[src/rtl/vload_pkg.sv]
package vload_pkg;
  localparam logic [7:0] OP_ROW_LD = 8'hC8;
  localparam logic [7:0] OP_COL_LD = 8'hC9;
  localparam int unsigned BYTE_W   = 8;
  localparam int unsigned VIDX_W   = 5;
  localparam int unsigned AIDX_W   = 4;
  localparam int unsigned ROT_LSB  = 4;

  typedef enum logic [1:0] {
    LD_NONE = 2'd0,
    LD_ROW  = 2'd1,
    LD_COL  = 2'd2
  } ld_kind_e;

  function automatic ld_kind_e decode_op(input logic [7:0] op);
    ld_kind_e k;
    case (op)
      OP_ROW_LD: k = LD_ROW;
      OP_COL_LD: k = LD_COL;
      default:   k = LD_NONE;
    endcase
    return k;
  endfunction
endpackage

[src/rtl/vload_lane_addr.sv]
module vload_lane_addr #(
  parameter int unsigned LANES = 16,
  parameter int unsigned AW    = 16
) (
  input  logic [AW-1:0]       base,
  input  logic [AW-1:0]       stride,
  input  logic                col_mode,
  output logic [LANES*AW-1:0] lane_addr
);
  logic [AW-1:0] step;
  assign step = col_mode ? stride : AW'(1);

  for (genvar g = 0; g < LANES; g++) begin : g_lane
    logic [AW-1:0] offs;
    assign offs = AW'(g) * step;
    assign lane_addr[g*AW +: AW] = base + offs;
  end
endmodule

[src/rtl/vload_dst_map.sv]
module vload_dst_map #(
  parameter int unsigned IW  = 5,
  parameter int unsigned RW  = 2
) (
  input  logic [IW-1:0] dst,
  input  logic [RW-1:0] rot,
  output logic [IW-1:0] idx
);
  logic [RW-1:0] low_sum;
  assign low_sum = dst[RW-1:0] + rot;
  assign idx     = {dst[IW-1:RW], low_sum};
endmodule

[src/rtl/vload_stage.sv]
module vload_stage #(
  parameter int unsigned DW = 128
) (
  input  logic          clk,
  input  logic          rst_n,
  input  logic          load,
  input  logic [DW-1:0] d,
  output logic [DW-1:0] q
);
  always_ff @(posedge clk) begin
    if (!rst_n)    q <= '0;
    else if (load) q <= d;
  end
endmodule

[src/rtl/vload_unit.sv]
module vload_unit
  import vload_pkg::*;
#(
  parameter int unsigned LANES = 16,
  parameter int unsigned AW    = 16,
  parameter int unsigned CW    = 16,
  localparam int unsigned DW   = LANES * BYTE_W,
  localparam int unsigned SW   = $clog2(CW)
) (
  input  logic                clk,
  input  logic                rst_n,
  input  logic                cmd_valid,
  output logic                cmd_ready,
  input  logic [7:0]          cmd_op,
  input  logic [VIDX_W-1:0]   cmd_dst,
  input  logic [AW-1:0]       cmd_addr,
  input  logic [AIDX_W-1:0]   cmd_aidx,
  input  logic [AW-1:0]       cmd_incr,
  input  logic [CW-1:0]       cmd_cond,
  input  logic [SW-1:0]       cmd_csel,
  input  logic [AW-1:0]       cfg_stride,
  output logic [LANES*AW-1:0] mem_addr,
  input  logic [DW-1:0]       mem_rdata,
  output logic                vreg_we,
  output logic [VIDX_W-1:0]   vreg_idx,
  output logic [DW-1:0]       vreg_wdata,
  output logic                areg_we,
  output logic [AIDX_W-1:0]   areg_idx,
  output logic [AW-1:0]       areg_wdata,
  output logic [DW-1:0]       hid_rd_data,
  output logic [DW-1:0]       dbg_hid
);
  ld_kind_e          kind;
  logic              fire;
  logic              is_load;
  logic              cond_ok;
  logic              vwr;
  logic [VIDX_W-1:0] idx_map;
  logic [AW-1:0]     next_addr;
  logic              ready_q;

  assign kind    = decode_op(cmd_op);
  assign is_load = (kind != LD_NONE);
  assign fire    = cmd_valid && ready_q;
  assign cond_ok = cmd_cond[cmd_csel];
  assign vwr     = fire && is_load && cond_ok;
  assign next_addr = cmd_addr + cmd_incr;
  assign cmd_ready = ready_q;

  always_ff @(posedge clk) begin
    if (!rst_n) ready_q <= 1'b0;
    else        ready_q <= 1'b1;
  end

  vload_lane_addr #(.LANES(LANES), .AW(AW)) u_addr (
    .base      (cmd_addr),
    .stride    (cfg_stride),
    .col_mode  (kind == LD_COL),
    .lane_addr (mem_addr)
  );

  vload_dst_map #(.IW(VIDX_W), .RW(2)) u_map (
    .dst (cmd_dst),
    .rot (cmd_cond[ROT_LSB +: 2]),
    .idx (idx_map)
  );

  vload_stage #(.DW(DW)) u_stage (
    .clk   (clk),
    .rst_n (rst_n),
    .load  (fire && is_load),
    .d     (mem_rdata),
    .q     (hid_rd_data)
  );

  assign dbg_hid = hid_rd_data;

  always_ff @(posedge clk) begin
    if (!rst_n) begin
      vreg_we    <= 1'b0;
      vreg_idx   <= '0;
      vreg_wdata <= '0;
      areg_we    <= 1'b0;
      areg_idx   <= '0;
      areg_wdata <= '0;
    end else begin
      vreg_we <= vwr;
      areg_we <= fire && is_load;
      if (vwr) begin
        vreg_idx   <= idx_map;
        vreg_wdata <= mem_rdata;
      end
      if (fire && is_load) begin
        areg_idx   <= cmd_aidx;
        areg_wdata <= next_addr;
      end
    end
  end
endmodule

[config.mk]
export PLATFORM = sky130hd
export DESIGN_NAME = vload_unit
export DESIGN_NICKNAME = d
export VERILOG_FILES = /design/src/rtl/vload_pkg.sv /design/src/rtl/vload_lane_addr.sv /design/src/rtl/vload_dst_map.sv /design/src/rtl/vload_stage.sv /design/src/rtl/vload_unit.sv
export SDC_FILE = /design/constraint.sdc
export NUM_CORES = 1
export LEC_CHECK = 0
export BUFFER_PORTS_ARGS = -buffer_cell sky130_fd_sc_hd__buf_4
export CORE_AREA = 3 3 345 347
export DETAILED_ROUTE_END_ITERATION = 10
export DIE_AREA = 0 0 348 350
export GPL_ROUTABILITY_DRIVEN = 1
export SETUP_SLACK_MARGIN = 0.1
export SLEW_MARGIN = 5
export SYNTH_ARGS = -nofsm -noshare
export SYNTH_HDL_FRONTEND = slang
export SYNTH_HIERARCHICAL = 1
export SYNTH_SLANG_ARGS = --single-unit
[constraint.sdc]
create_clock -name clk -period 7.05 [get_ports clk]
set_input_delay 0.3525 -clock clk [delete_from_list [all_inputs] [get_ports clk]]
set_output_delay 0.3525 -clock clk [all_outputs]
set_load 0.1 [all_outputs]
### Word-level counts from Yosys, hierarchy flattened

Cells that the tools add are included.

| storage, ports and cells | value |
|---|---|
| word-level logic and storage cells | 49 |
| flip-flop bits (word level) | 284 |
| output and inout bits | 668 |
| input bits | 216 |

| operators by class | value |
|---|---|
| multiply operators | 11 |
| magnitude comparators | 1 |
| eq/ne operators | 3 |
| mux-type cells | 5 |
| add/sub/neg operators | 17 |
| reductions and logical operators | 4 |

Operators by type and width:

| kind | number |
|---|---|
| $add 16x16->16 | 16 |
| $mul 4x16->16 const A | 4 |
| $mul 3x16->15 const A | 2 |
| $mul 3x16->16 const A | 2 |
| $eq 8x8->1 const B | 2 |
| $mul 2x16->14 const A | 1 |
| $mul 2x16->15 const A | 1 |
| $mul 2x16->16 const A | 1 |
| $mux 16 | 1 |
| $lt 4x5->1 const B | 1 |
| $bmux 1 s4 | 1 |
| $pmux 2 s2 | 1 |
| $logic_and 1x1->1 | 3 |
| $add 2x2->2 | 1 |
| $eq 2x2->1 const B | 1 |
| $mux 1 | 2 |
| $reduce_bool 2->1 | 1 |

### Depth between registers and ports, before layout

| depth | value |
|---|---|
| depth after elaboration | 6 |
| depth in mapped cells | 27 |
| mapped depth without buffers | 24 |

### By module

The synthesis kept the hierarchy.

By module, submodules not included:

| module | area an instance (µm²) | seq. area each (µm²) | instances | cells each |
|---|---|---|---|---|
| vload_lane_addr | 14123.5 | 0.0 | 1 | 1754 |
| vload_unit | 7757.4 | 3123.0 | 1 | 907 |
| vload_stage | 4968.5 | 2562.5 | 1 | 412 |
| vload_dst_map | 58.8 | 0.0 | 1 | 5 |

### Worst setup path before layout

OpenSTA, ideal clock, no wires.

| timing path | value |
|---|---|
| path kind | input to output |
| start | in cmd_op[1] |
| end | out mem_addr[255] |
| stages on the path | 25 |
| arrival | 7.697 ns |
| setup slack | -1.000 ns |
| data required time | 6.698 ns |
| cells stage by stage | or3b_1 > nor4_1 > and2_1 > clkbuf_1 > clkbuf_1 > clkbuf_1 > clkbuf_1 > clkbuf_1 > nand2_1 > ha_1 > ha_1 > xor2_1 > fa_1 > inv_1 > ha_1 > a21o_1 > a21oi_1 > o21bai_1 > a21o_1 > a21oi_1 > o21ai_0 > a21o_1 > a2111oi_0 > nor3_1 > xnor2_1 |

| on the way | value |
|---|---|
| cells in the longest elaborated chain, start to end | 6 |
| elaborated cells between the ends (all ways) | 7 |

RTL lines:

| item | line | source |
|---|---|---|
| from (decl) | vload_unit.sv:14 | `input logic [7:0] cmd_op,` |
| $eq 8x8->1 | vload_pkg.sv:17 | `case (op)` |
| $pmux 2 s2 * | vload_pkg.sv:17 |  |
| $eq 2x2->1 * | vload_unit.sv:58 | `.col_mode (kind == LD_COL),` |
| $mux 16 * | vload_lane_addr.sv:11 | `assign step = col_mode ? stride : AW'(1);` |
| $mul 4x16->16 * | vload_lane_addr.sv:15 | `assign offs = AW'(g) * step;` |
| $add 16x16->16 * | vload_lane_addr.sv:16 | `assign lane_addr[g*AW +: AW] = base + offs;` |
| to (decl) | vload_unit.sv:22 | `output logic [LANES*AW-1:0] mem_addr,` |

Mark *: on every way between the ends. The rest lies on a longest branch, timed or not.

### Worst setup path after layout

| timing path | value |
|---|---|
| start | in cmd_op[1] |
| end | out mem_addr[191] |

Same word-level chain as after synthesis.

==> results.txt <==
Power density cells -> 147 nW/um^2
Seq/Total Area, Yosys -> 0.211
Initial core utilization -> 0.232
Max Clk Rate -> 151 MHz
Pin count of the biggest net entering global routing -> 196
Critical path class -> input port to primary output
CTS sink cnt -> 284
First-pass GRT wire length -> 166 mm
Sw Ratio -> 0.420
Ys async rst share -> 0
Crit path max fanout -> 11
Slew Limit Fails -> 0
Die area -> 122000 um^2
Post-layout min period -> 6.61 ns
Vias -> 24700
Yosys warnings -> 6
Cell family with most CP delay -> compound AO/OA/AOI/OAI gates
Distinct cells, synth -> 84
Max clock buf depth -> 3
CP Buf/Inv Count -> 7
Layout cells sized above 1 -> 0.290
Synthesized area -> 26900 um^2
RSZ-0062 raised after global routing -> false
Placed Instances -> 5225
WL final -> 118 mm
Yosys reg bits -> 284
Vert. Die Dim -> 350 um
VDD IR max -> 0.000141 V
Grt ovf -> 0
Vias in the first global route -> 23500
Most used cell, CP -> buf_4
FILL cells -> 12200
I/O pin cnt -> 884
Final non-filler cell total -> 5384
Total Power -> 5.29 mW
P&R area growth vs syn -> 34.0%
Final HPWL DP -> 96.8 mm
Final Skew -> 0.0127 ns
Wire per inst -> 22.0 um
Mapped Nets -> 3695
Worst EP arrival -> 6.26 ns
Slew HR -> 0.281
Antenna viol nets, final -> 0
Port-buffer cells -> 883
CP startpoint kind -> input port
Core box area -> 116000 um^2
Initial drt markers -> 2119
P_int -> 3.07 mW
Clock transition at the registers of the reported paths -> 0.06 ns
Detailed Routing Iterations Pass 1 -> 6
H-tree levels -> 1
Final Cycle Share -> 0.938
All-Layer GR Usage -> 0.182
Clk root buf -> clkbuf_16
Critical-path cell list -> buf_4 -> or3b_1 -> nor4_2 -> buf_4 -> and2_2 -> buf_4 -> nand2b_1 -> ha_1 -> inv_1 -> fa_1 -> fa_1 -> inv_1 -> ha_1 -> a21oi_1 -> o21bai_1 -> a21oi_1 -> o21bai_1 -> a211o_1 -> a2111oi_0 -> buf_4 -> o31ai_1 -> a21oi_1 -> xnor2_2 -> buf_4
CTS tree -> done
Seq pwr share -> 0.304
Clock latency at the later pin of the worst-skew pair -> 0.59 ns
Outcome -> completed
Post-layout net count -> 4449
Maxcap violations -> 0
Clk network pwr share -> 0.322
Leakage -> 16.8 nW
Cell Rows -> 125
Logic pwr share -> 0.374
Post-synth EDFFs -> 0
Top_reg_cell synth -> dfxtp_1
Syn avg cell area -> 8.74 um^2
Initial antenna violation count -> 7
Die Width -> 348 um
Post-CTS Repair Setup Buffers -> 0
Drt drc -> 0
Final RePlAce weighted congestion -> 0.919
P_sw -> 2.22 mW
Gate Count Post-Synth -> 3078
Worst Tran Pin Value -> 1.08 ns
Crit path largest cell delay -> 0.51 ns
Final hold vios -> 0
Slowest cell on crit path -> fa_1
Final Setup Violations -> 0
Worst Hold Class -> input port to register
CP endpoint kind -> primary output
Data required time of the worst path -> 6.70 ns
Via density -> 4.59
CTS Buf Count -> 31
Setup TNS -> 0 ns
## layout make-up
class,instances,area (um^2),area share
inverters,241,912,0.0253
diodes,3,7.51,0.000208
multi-input cells,2243,18300,0.508
flip-flops and latches,284,5690,0.158
repair buffers,1031,8180,0.227
well taps,1524,1910,0.0529
clock inverters,17,169,0.00469
clock buffers,41,873,0.0242
## per-layer routing
metal | wire, um | GRT usage | up-vias
met5 | 32 | 0 | -
met4 | 2500 | 0.0342 | 6
li1 | - | - | 11800
met3 | 10400 | 0.0530 | 124
met1 | 54200 | 0.256 | 11800
met2 | 51100 | 0.277 | 974
## cell families (layout without fill, tap and decap cells)
logic type	Yosys count	in the layout	share of synthesized area
simple gates	775	775	0.146
compound gates	636	636	0.153
buf+inv	551	1330	0.115
fa+ha+maj	407	407	0.226
xor+xnor	289	289	0.0951
flops	284	284	0.211
mux	136	136	0.0533
other cells	0	3	0
## worst reg2reg max path: stages, from the launching register on
cell and delay (ns):
dfxtp_1 0.59, nand3_1 0.63, buf_4 0.44, inv_8 0.51, nand2_8 0.55, buf_4 0.76, nand3_1 0.33, o21ai_0 0.10
## metrics by stage
stage	util	hold slack, ns	area, um^2	setup WS, ns
floorplan	-	0.380	27100	-0.213
CTS	0.310	0.000150	36000	0.278
global route	0.310	0.00643	36000	0.131
global placement	0.293	0.445	34000	0.299
detailed placement	0.293	0.447	34000	0.305
finish	0.310	0.0442	36100	0.439
## cell usage after synthesis (4+ instances only)
cell type,instances,area (um^2)
clkbuf_2,4,20.0
ha_1,266,3330
nor2_1,111,417
clkbuf_1,84,315
a21oi_1,155,776
nand2b_1,11,68.8
nand3_2,37,370
maj3_1,6,60.1
o221ai_1,4,35.0
and3_1,21,131
nand3b_1,4,30.0
dfxtp_1,284,5690
a31oi_1,12,75.1
o21ai_2,39,342
buf_2,12,60.1
o21bai_1,56,420
mux2i_1,131,1310
nor2b_1,137,857
a21o_1,51,383
or2_2,13,81.3
a211oi_1,15,113
o21ai_0,181,906
buf_12,18,360
a21boi_0,21,158
o21a_1,15,113
o41ai_1,7,61.3
a211o_1,5,43.8
nor3_1,42,210
and2_1,15,93.8
o211ai_1,11,82.6
buf_1,6,22.5
o31ai_1,6,45.0
nand2_1,243,912
fa_1,135,2700
a2111oi_0,5,43.8
inv_1,239,897
nand4_1,5,31.3
a31o_2,10,87.6
xnor2_1,211,1850
a221oi_1,6,52.6
buf_4,182,1370
nand3_1,121,606
xor2_1,76,666
## sequential cells by signal, summed over array words and instances (netlist names)
name and count:
u_stage/q 128, areg_wdata 16, areg_we 1, cmd_ready 1
areg_idx 4, vreg_idx 5, vreg_wdata 128, vreg_we 1
## what timing repair did
item | CTS | global route
hold buffers | 98 | 0
endpoints found under the hold margin | 142 | 0
setup endpoints to repair | 0 | 5
gates resized for setup | 0 | 2
## power groups by stage
stage	combinational, mW	clock (mW)	sequential [mW]
finish	1.98	1.70	1.61
floorplan	1.38	0	1.66
detailed placement	1.93	0	1.64
CTS	1.98	1.76	1.61
global placement	1.93	0	1.64
global route	2.06	1.82	1.61
## final timing paths
check	endpoint	cells past startpoint	slack, ns	start
worst max-delay path	mem_addr[191]	24	0.44	cmd_op[1]
worst max register to register	vreg_wdata[117]$_SDFFE_PN0P_	7	2.98	cmd_ready$_DFF_P_
worst min register to register	vreg_wdata[96]$_SDFFE_PN0P_	2	0.46	vreg_wdata[96]$_SDFFE_PN0P_
worst min-delay path	vreg_wdata[82]$_SDFFE_PN0P_	3	0.04	mem_rdata[82]
## layout by cell type, fill, tap and decap left out, types with 51 or more instances in the layout
cell type      count
xnor2_1          195
xor2_1            72
a21o_1            51
dfxtp_1          284
inv_1            238
o21bai_1          56
ha_1             266
nor2_1           111
fa_1             135
o21ai_0          181
nand3_1          121
nor2b_1          137
dlygate4sd3_1     98
a21oi_1          155
mux2i_1          131
buf_4            916
nand2_1          243
Power figures use the tool's default switching activity.
